$ cat src/rtl/cpi_pkg.sv
package cpi_pkg;

  // Read phase: guard copy from the symbol tail, then the symbol body.
  typedef enum logic {
    PH_PREFIX = 1'b0,
    PH_BODY   = 1'b1
  } cpi_phase_e;

  function automatic int cpi_frame_len(input int sym_len, input int cp_len);
    return sym_len + cp_len;
  endfunction

endpackage

$ cat src/rtl/cpi_ram.sv
// Two symbol banks in one array; the bank is the address MSB.
// The read data register doubles as the output data register.
module cpi_ram #(
  parameter int DATA_W = 16,
  parameter int AW     = 6
) (
  input  logic              clk,
  input  logic              we,
  input  logic [AW:0]       waddr,
  input  logic [DATA_W-1:0] wdata,
  input  logic              re,
  input  logic [AW:0]       raddr,
  output logic [DATA_W-1:0] rdata
);
  localparam int DEPTH = 2 ** (AW + 1);

  logic [DATA_W-1:0] mem [DEPTH];

  always_ff @(posedge clk) begin
    if (we) mem[waddr] <= wdata;
  end

  always_ff @(posedge clk) begin
    if (re) rdata <= mem[raddr];
  end
endmodule

$ cat src/rtl/cpi_wr_ctrl.sv
// Write sequencer: walks the sample index and swaps banks at symbol end.
module cpi_wr_ctrl #(
  parameter int SYM_LEN = 64,
  parameter int AW      = 6
) (
  input  logic          clk,
  input  logic          rst,
  input  logic          accept,
  output logic          bank,
  output logic [AW-1:0] idx,
  output logic          done
);
  localparam logic [AW-1:0] LAST = AW'(SYM_LEN - 1);

  assign done = accept && (idx == LAST);

  always_ff @(posedge clk) begin
    if (rst) begin
      idx  <= '0;
      bank <= 1'b0;
    end else if (accept) begin
      if (idx == LAST) begin
        idx  <= '0;
        bank <= ~bank;
      end else begin
        idx <= idx + 1'b1;
      end
    end
  end
endmodule

$ cat src/rtl/cpi_rd_seq.sv
// Read sequencer: guard phase walks the tail indices, body phase walks
// the full symbol, then the bank is released and the reader swaps.
module cpi_rd_seq
  import cpi_pkg::*;
#(
  parameter int SYM_LEN = 64,
  parameter int CP_LEN  = 4,
  parameter int AW      = 6
) (
  input  logic          clk,
  input  logic          rst,
  input  logic          issue,
  output logic          bank,
  output logic [AW-1:0] idx,
  output logic          sos,
  output logic          eos,
  output logic          done
);
  localparam logic [AW-1:0] START = AW'(SYM_LEN - CP_LEN);
  localparam logic [AW-1:0] LAST  = AW'(SYM_LEN - 1);

  cpi_phase_e phase;

  assign sos  = (phase == PH_PREFIX) && (idx == START);
  assign eos  = (phase == PH_BODY) && (idx == LAST);
  assign done = issue && eos;

  always_ff @(posedge clk) begin
    if (rst) begin
      phase <= PH_PREFIX;
      idx   <= START;
      bank  <= 1'b0;
    end else if (issue) begin
      if (idx == LAST) begin
        if (phase == PH_PREFIX) begin
          phase <= PH_BODY;
          idx   <= '0;
        end else begin
          phase <= PH_PREFIX;
          idx   <= START;
          bank  <= ~bank;
        end
      end else begin
        idx <= idx + 1'b1;
      end
    end
  end
endmodule

$ cat src/rtl/cp_inserter.sv
module cp_inserter
  import cpi_pkg::*;
#(
  parameter int DATA_W  = 16,
  parameter int SYM_LEN = 64,
  parameter int CP_LEN  = 4
) (
  input  logic              clk,
  input  logic              rst,
  input  logic              s_valid,
  output logic              s_ready,
  input  logic [DATA_W-1:0] s_data,
  output logic              m_valid,
  input  logic              m_ready,
  output logic [DATA_W-1:0] m_data,
  output logic              m_sos,
  output logic              m_eos
);
  localparam int AW        = (SYM_LEN > 1) ? $clog2(SYM_LEN) : 1;
  localparam int FRAME_LEN = cpi_frame_len(SYM_LEN, CP_LEN);

  generate
    if (CP_LEN < 1 || CP_LEN > SYM_LEN || FRAME_LEN < 2) begin : g_bad_cfg
      $error("cp_inserter: CP_LEN must be in 1..SYM_LEN");
    end
  endgenerate

  logic [1:0]    full_q;
  logic          wr_bank, rd_bank;
  logic [AW-1:0] wr_idx, rd_idx;
  logic          wr_done, rd_done;
  logic          rd_sos, rd_eos;
  logic          accept, issue;

  assign s_ready = ~full_q[wr_bank];
  assign accept  = s_valid && s_ready;
  assign issue   = full_q[rd_bank] && (!m_valid || m_ready);

  cpi_wr_ctrl #(.SYM_LEN(SYM_LEN), .AW(AW)) wr_i (
    .clk(clk), .rst(rst), .accept(accept),
    .bank(wr_bank), .idx(wr_idx), .done(wr_done)
  );

  cpi_rd_seq #(.SYM_LEN(SYM_LEN), .CP_LEN(CP_LEN), .AW(AW)) rd_i (
    .clk(clk), .rst(rst), .issue(issue),
    .bank(rd_bank), .idx(rd_idx), .sos(rd_sos), .eos(rd_eos), .done(rd_done)
  );

  cpi_ram #(.DATA_W(DATA_W), .AW(AW)) ram_i (
    .clk(clk),
    .we(accept), .waddr({wr_bank, wr_idx}), .wdata(s_data),
    .re(issue), .raddr({rd_bank, rd_idx}), .rdata(m_data)
  );

  // Set and clear always target different banks: the writer's bank
  // is empty when it completes, the reader's bank is full when it ends.
  always_ff @(posedge clk) begin
    if (rst) begin
      full_q <= 2'b00;
    end else begin
      for (int b = 0; b < 2; b++) begin
        if (wr_done && (wr_bank == b[0]))      full_q[b] <= 1'b1;
        else if (rd_done && (rd_bank == b[0])) full_q[b] <= 1'b0;
      end
    end
  end

  always_ff @(posedge clk) begin
    if (rst) begin
      m_valid <= 1'b0;
      m_sos   <= 1'b0;
      m_eos   <= 1'b0;
    end else if (issue) begin
      m_valid <= 1'b1;
      m_sos   <= rd_sos;
      m_eos   <= rd_eos;
    end else if (m_ready) begin
      m_valid <= 1'b0;
    end
  end
endmodule

$ cat config.mk
export PLATFORM = sky130hd
export DESIGN_NAME = cp_inserter
export DESIGN_NICKNAME = d
export VERILOG_FILES = /design/src/rtl/cpi_pkg.sv /design/src/rtl/cpi_ram.sv /design/src/rtl/cpi_wr_ctrl.sv /design/src/rtl/cpi_rd_seq.sv /design/src/rtl/cp_inserter.sv
export SDC_FILE = /design/constraint.sdc
export NUM_CORES = 2
export LEC_CHECK = 0
export BUFFER_PORTS_ARGS = -buffer_cell sky130_fd_sc_hd__buf_2
export CORE_MARGIN = 3
export CORE_UTILIZATION = 65
export CTS_CLUSTER_DIAMETER = 50
export DETAILED_ROUTE_END_ITERATION = 10
export PLACE_DENSITY = 0.81
export SETUP_SLACK_MARGIN = 0.3
export SLEW_MARGIN = 20
export SYNTH_ARGS = -nofsm -noshare
export SYNTH_HDL_FRONTEND = slang
export SYNTH_SLANG_ARGS = --single-unit
$ cat constraint.sdc
create_clock -name clk -period 4.65 [get_ports clk]
set_input_delay 0.465 -clock clk [delete_from_list [all_inputs] [get_ports clk]]
set_output_delay 0.465 -clock clk [all_outputs]
set_load 0.02 [all_outputs]
[Word-level counts from Yosys, hierarchy flattened]
Memories as Yosys holds them, arrays and structs flattened. A register that Yosys moved wholly into a read port is not among the register bits.
Cells that the tools add are included.
Cells by class
  add/subtract/negate cells: 2
  order comparisons: 2
  equal/unequal tests: 3
  muxes and demuxes: 16
  bitwise logic cells: 4
  reductions and logical operators: 18
Operator list (count)
  6-bit == test (second input constant): 3
  6-bit 2-to-1 mux: 3
  1-bit 2-to-1 mux: 13
  6-bit by 1-bit adder with 6-bit output (second input constant): 2
  1-bit logical AND: 10
  2-bit nonzero test: 3
  1-bit by 2-bit < comparator with 1-bit output (second input constant): 2
  1-bit inverter: 4
  2-bit AND reduction: 2
  3-bit AND reduction: 1
  1-bit zero test: 1
  1-bit logical OR: 1
Word-level totals
  flip-flop bits (word level): 20
  bits in writable memories: 2048
  bits of input ports: 20
  memories kept: 1
Memories
  ram_i.mem: words 128, width 16, rd ports 1, clocked after Yosys merged registers in 1, write ports 1, line cpi_ram.sv:17  | logic [DATA_W-1:0] mem [DEPTH];

[Depth between registers and ports, before layout]
  word-level depth: 7
  gate-level depth with buffers: 11

[Modules after synthesis]
From an unflattened synthesis, not the netlist that was laid out.
Second synthesis, totals
  cell total of the unflattened synthesis: 3195
  area total of the unflattened synthesis: 79686.4 µm²
Modules (own cells, without submodules)
  cpi_ram: times used 1, cells each 3086, area each 78683.0 µm², sequential area each 61979.4 µm²
  cpi_rd_seq: times used 1, cells each 50, area each 460.4 µm², sequential area each 160.2 µm²
  cpi_wr_ctrl: times used 1, cells each 34, area each 315.3 µm², sequential area each 140.1 µm²
  cp_inserter: times used 1, cells each 25, area each 227.7 µm², sequential area each 100.1 µm²

[Worst setup path after synthesis]
No wires, ideal clock.
  path kind: register -> register
  from: register wr_i.bank
  to: memory ram_i.mem[110][0] (enable)
  library setup time: 0.389 ns
  data arrival time: 2.666 ns
  data required time: 4.261 ns
  slack: 1.595 ns
  cell stages (with the launch flop): 9
  buffers on the path: 3
  period minus slack after synthesis: 3.055 ns
  cells stage by stage: dfxtp_1 buf_2 mux2i_1 and2_1 buf_2 and2b_1 nand3_1 clkbuf_1 nor2_1
Between the ends
  word-level cells in the longest chain between the ends: 6
Ends and longest elaborated chain
  start, declared: line cpi_wr_ctrl.sv:9  | output logic bank,
  start signal, assigned: line cpi_wr_ctrl.sv:24  | bank <= ~bank;
  1-bit 2-to-1 mux (implied by the code) (2 in series): line cp_inserter.sv:35  | assign s_ready = ~full_q[wr_bank];
  1-bit inverter: line cp_inserter.sv:35
  named net s_ready: line cp_inserter.sv:11  | output logic s_ready,
  1-bit logical AND: line cp_inserter.sv:36  | assign accept = s_valid && s_ready;
  1-bit 2-to-1 mux: line cpi_ram.sv:20  | if (we) mem[waddr] <= wdata;
  1-bit 2-to-1 mux (implied by the code): line cpi_ram.sv:20
  end, declared: line cpi_ram.sv:17
The timed path passes the listed nets, and every way through them passes these cells. The select of a mux whose other input is x is not followed.

==> out/qor.yml <==
setup_path:
  critPathTopFamily: "simple AND/OR/NAND/NOR gates"
  path_cells: "buf_4 > nand3b_1 > o22ai_1 > a211oi_1 > a211oi_1 > nor3_1 > a21oi_1"
  crit_fanout: 32
  cp_common_cell: "a211oi_1"
  cp-start-kind: "flop"
  critPathBufInv: 1
  arrival_ns: 4.72
  critPathKind: "flop to flop"
  critPathSlowestCell: "dfxtp_4"
  slowest_delay_ns: 0.88
  crit_required_ns: 5.22
  end_kind: "flop"
power:
  leakage_nw: 28.4
  cellPowerDensity_nw_per_um2: 408
  vdd_drop_max_uv: 435
timing:
  rsz0062_at_grt: "false"
  skew_ns: 0.0487
  fmax_mhz: 241
  hold_violations: 0
  finalWorstSetupSlack_ns: 0.494
  tns_ns: 0
  finalSetupViolations: 0
  slew-limit-headroom_pct: 15.4
  timing.final.crit_period_ns: 4.16
  finalCritPeriodShare_pct: 89.4
  slew_viol_final: 0
  worstMarginPinSlew_ns: 1.27
place:
  numPortBuffers: 39
  hpwl_um: 121000
  place_ws_ns: 0.694
  place_inst: 5562
  gp_congestion: 0.901
grt:
  grt_overflow: 0
  grt_pass1_wl_um: 309000
  grt_pass1_vias: 42011
  grt_max_degree: 96
  grtUsageTotal_pct: 34.3
  antenna_found_initial: 11
floorplanning:
  die_x_um: 359
  dieArea_sq_um: 129000
  io_pins: 40
  placementRows: 128
  start_util_pct: 65.9
  core_area_sq_um: 123000
  die_y_um: 359
route:
  drt-pass1-iter-count: 5
  via_per_inst: 7.29
  ant_nets: 0
  drt_iter0_markers: 7916
  vias: 43126
  wirelength_um: 217000
  avgRoutedWirePerCell_um: 36.6
  remaining_drc_errors: 0
finish:
  nets: 4161
  fillers: 6520
  final_common_cell: "edfxtp_1"
  drive_gt1_share_pct: 22.4
  layout.cells.non_filler: 5916
  area_growth_syn_to_layout_pct: 11.3
  layout_common_cells: "2064 x edfxtp_1, 381 x mux2i_1, 376 x mux4_2, 246 x buf_4, 195 x clkbuf_16"
synth:
  synth-main-ff-cell: "edfxtp_1"
  synth.distinct_cells: 65
  yosys_register_bits: 2084
  synth_warnings: 0
  ys_async_sr_fraction_pct: 0
  ys_seq_area_share_pct: 77.2
  syn_inst: 3867
  synth-edff-count: 2064
  syn_area_per_cell_sq_um: 20.9
  synthesis.nets: 3890
  syn_area_sq_um: 80800
status:
  status: "finished clean"
hold_path:
  hold_class: "input port to flop"
clock_network:
  path_clk_slew_ns: 0.07
  worstSkewPairLatency_ns: 0.85
  cts.path.max_buffers: 3
  cts_buffers: 195
  post_cts.repair.setup_buffers: 0
  htreeDepth: 4
  cts_sinks: 2084
  cts-root-buf: "clkbuf_16"
  hold_buffers: 2
  ctsResizeCount: 0
  cts_tree: "done"
run:
  cap_violations: 0
worst paths after layout:
kind	cells past startpoint	slack [ns]	end	from
hold reg to reg	2	0.50	full_q[0]	full_q[0]
setup / recovery	7	0.49	ram_i.rdata[2]	rd_i.idx[0]
hold / removal	1	0.09	ram_i.mem[115][6]	s_data[6]
setup reg to reg	7	0.49	ram_i.rdata[2]	rd_i.idx[0]
report_power, final:
group	leakage [nW]	internal [mW]	total [mW]	switching, mW
clock network	3.00	8.54	15.6	7.01
registers	18.7	20.7	20.7	0.0125
logic	6.71	0.0455	0.433	0.387
synthesized netlist by cell type, types with 7 or more instances:
master / number / share of area, %
edfxtp_1: 2064 / 77
mux2i_1: 381 / 4.7
mux4_2: 376 / 10
nor2_1: 184 / 0.86
nand2_1: 110 / 0.51
a21oi_1: 79 / 0.49
o21ai_0: 63 / 0.39
buf_2: 62 / 0.38
buf_4: 62 / 0.58
a22oi_1: 57 / 0.53
clkbuf_1: 52 / 0.24
o22ai_1: 47 / 0.36
a31oi_1: 33 / 0.26
buf_6: 29 / 0.40
a211oi_1: 20 / 0.19
a221oi_1: 20 / 0.22
dfxtp_1: 20 / 0.50
nand3_1: 19 / 0.12
o221ai_1: 19 / 0.21
nor3_1: 16 / 0.099
nor2b_1: 13 / 0.10
a22o_1: 11 / 0.12
mux2_2: 10 / 0.14
a2111oi_0: 7 / 0.076
and2_1: 7 / 0.054
buf_8: 7 / 0.13
nand3b_1: 7 / 0.065
state kept, by name, summed over array words and instances (netlist names), 2 cells and up:
signal	count
ram_i.mem	2048
full_q	2
wr_i.idx	6
ram_i.rdata	16
rd_i.idx	6
routing by layer:
metal  global-route usage (%)  part of all wire, %  up-vias
met5                        0                0.011        -
met4                     17.3                  5.9        4
met3                     9.32                   14      689
met2                     51.3                   46     3891
met1                     47.6                   34    21972
li1                         -                    -    16570
area by class of cell:
cell class | instances | area [sq um] | area share, %
repair buffers | 292 | 2400 | 2.67
clock buffers | 235 | 5030 | 5.59
diodes | 5 | 12.5 | 0.0139
flip-flops and latches | 2084 | 62400 | 69.4
inverters | 7 | 26.3 | 0.0292
clock inverters | 110 | 1120 | 1.24
multi-input cells | 1558 | 16900 | 18.8
well taps | 1625 | 2030 | 2.26
stage by stage:
stage	instance area, sq um	power, mW	hold slack [ns]	util, %
floorplan	80800	21.1	0.465	-
global placement	83700	21.5	0.475	68.3
detailed placement	83700	21.5	0.490	68.3
CTS	89900	36.7	0.102	73.3
global route	89900	37.4	0.0768	73.4
finish	89900	36.7	0.0926	73.4
kinds of logic (layout without fill, tap and decap cells):
group                    Yosys count  in the layout  synth area share, %
multiplexers                     770            770                 15.4
buffers and inverters            225            644                 1.88
other                              0              5                    0
adder cells (fa/ha/maj)            3              3               0.0465
XOR/XNOR                          10             10                0.108
AO/OA/AOI/OAI                    398            398                 3.31
AND/OR/NAND/NOR                  377            377                 1.98
flip-flops                      2084           2084                 77.2
(Power assumes the default switching activity.)
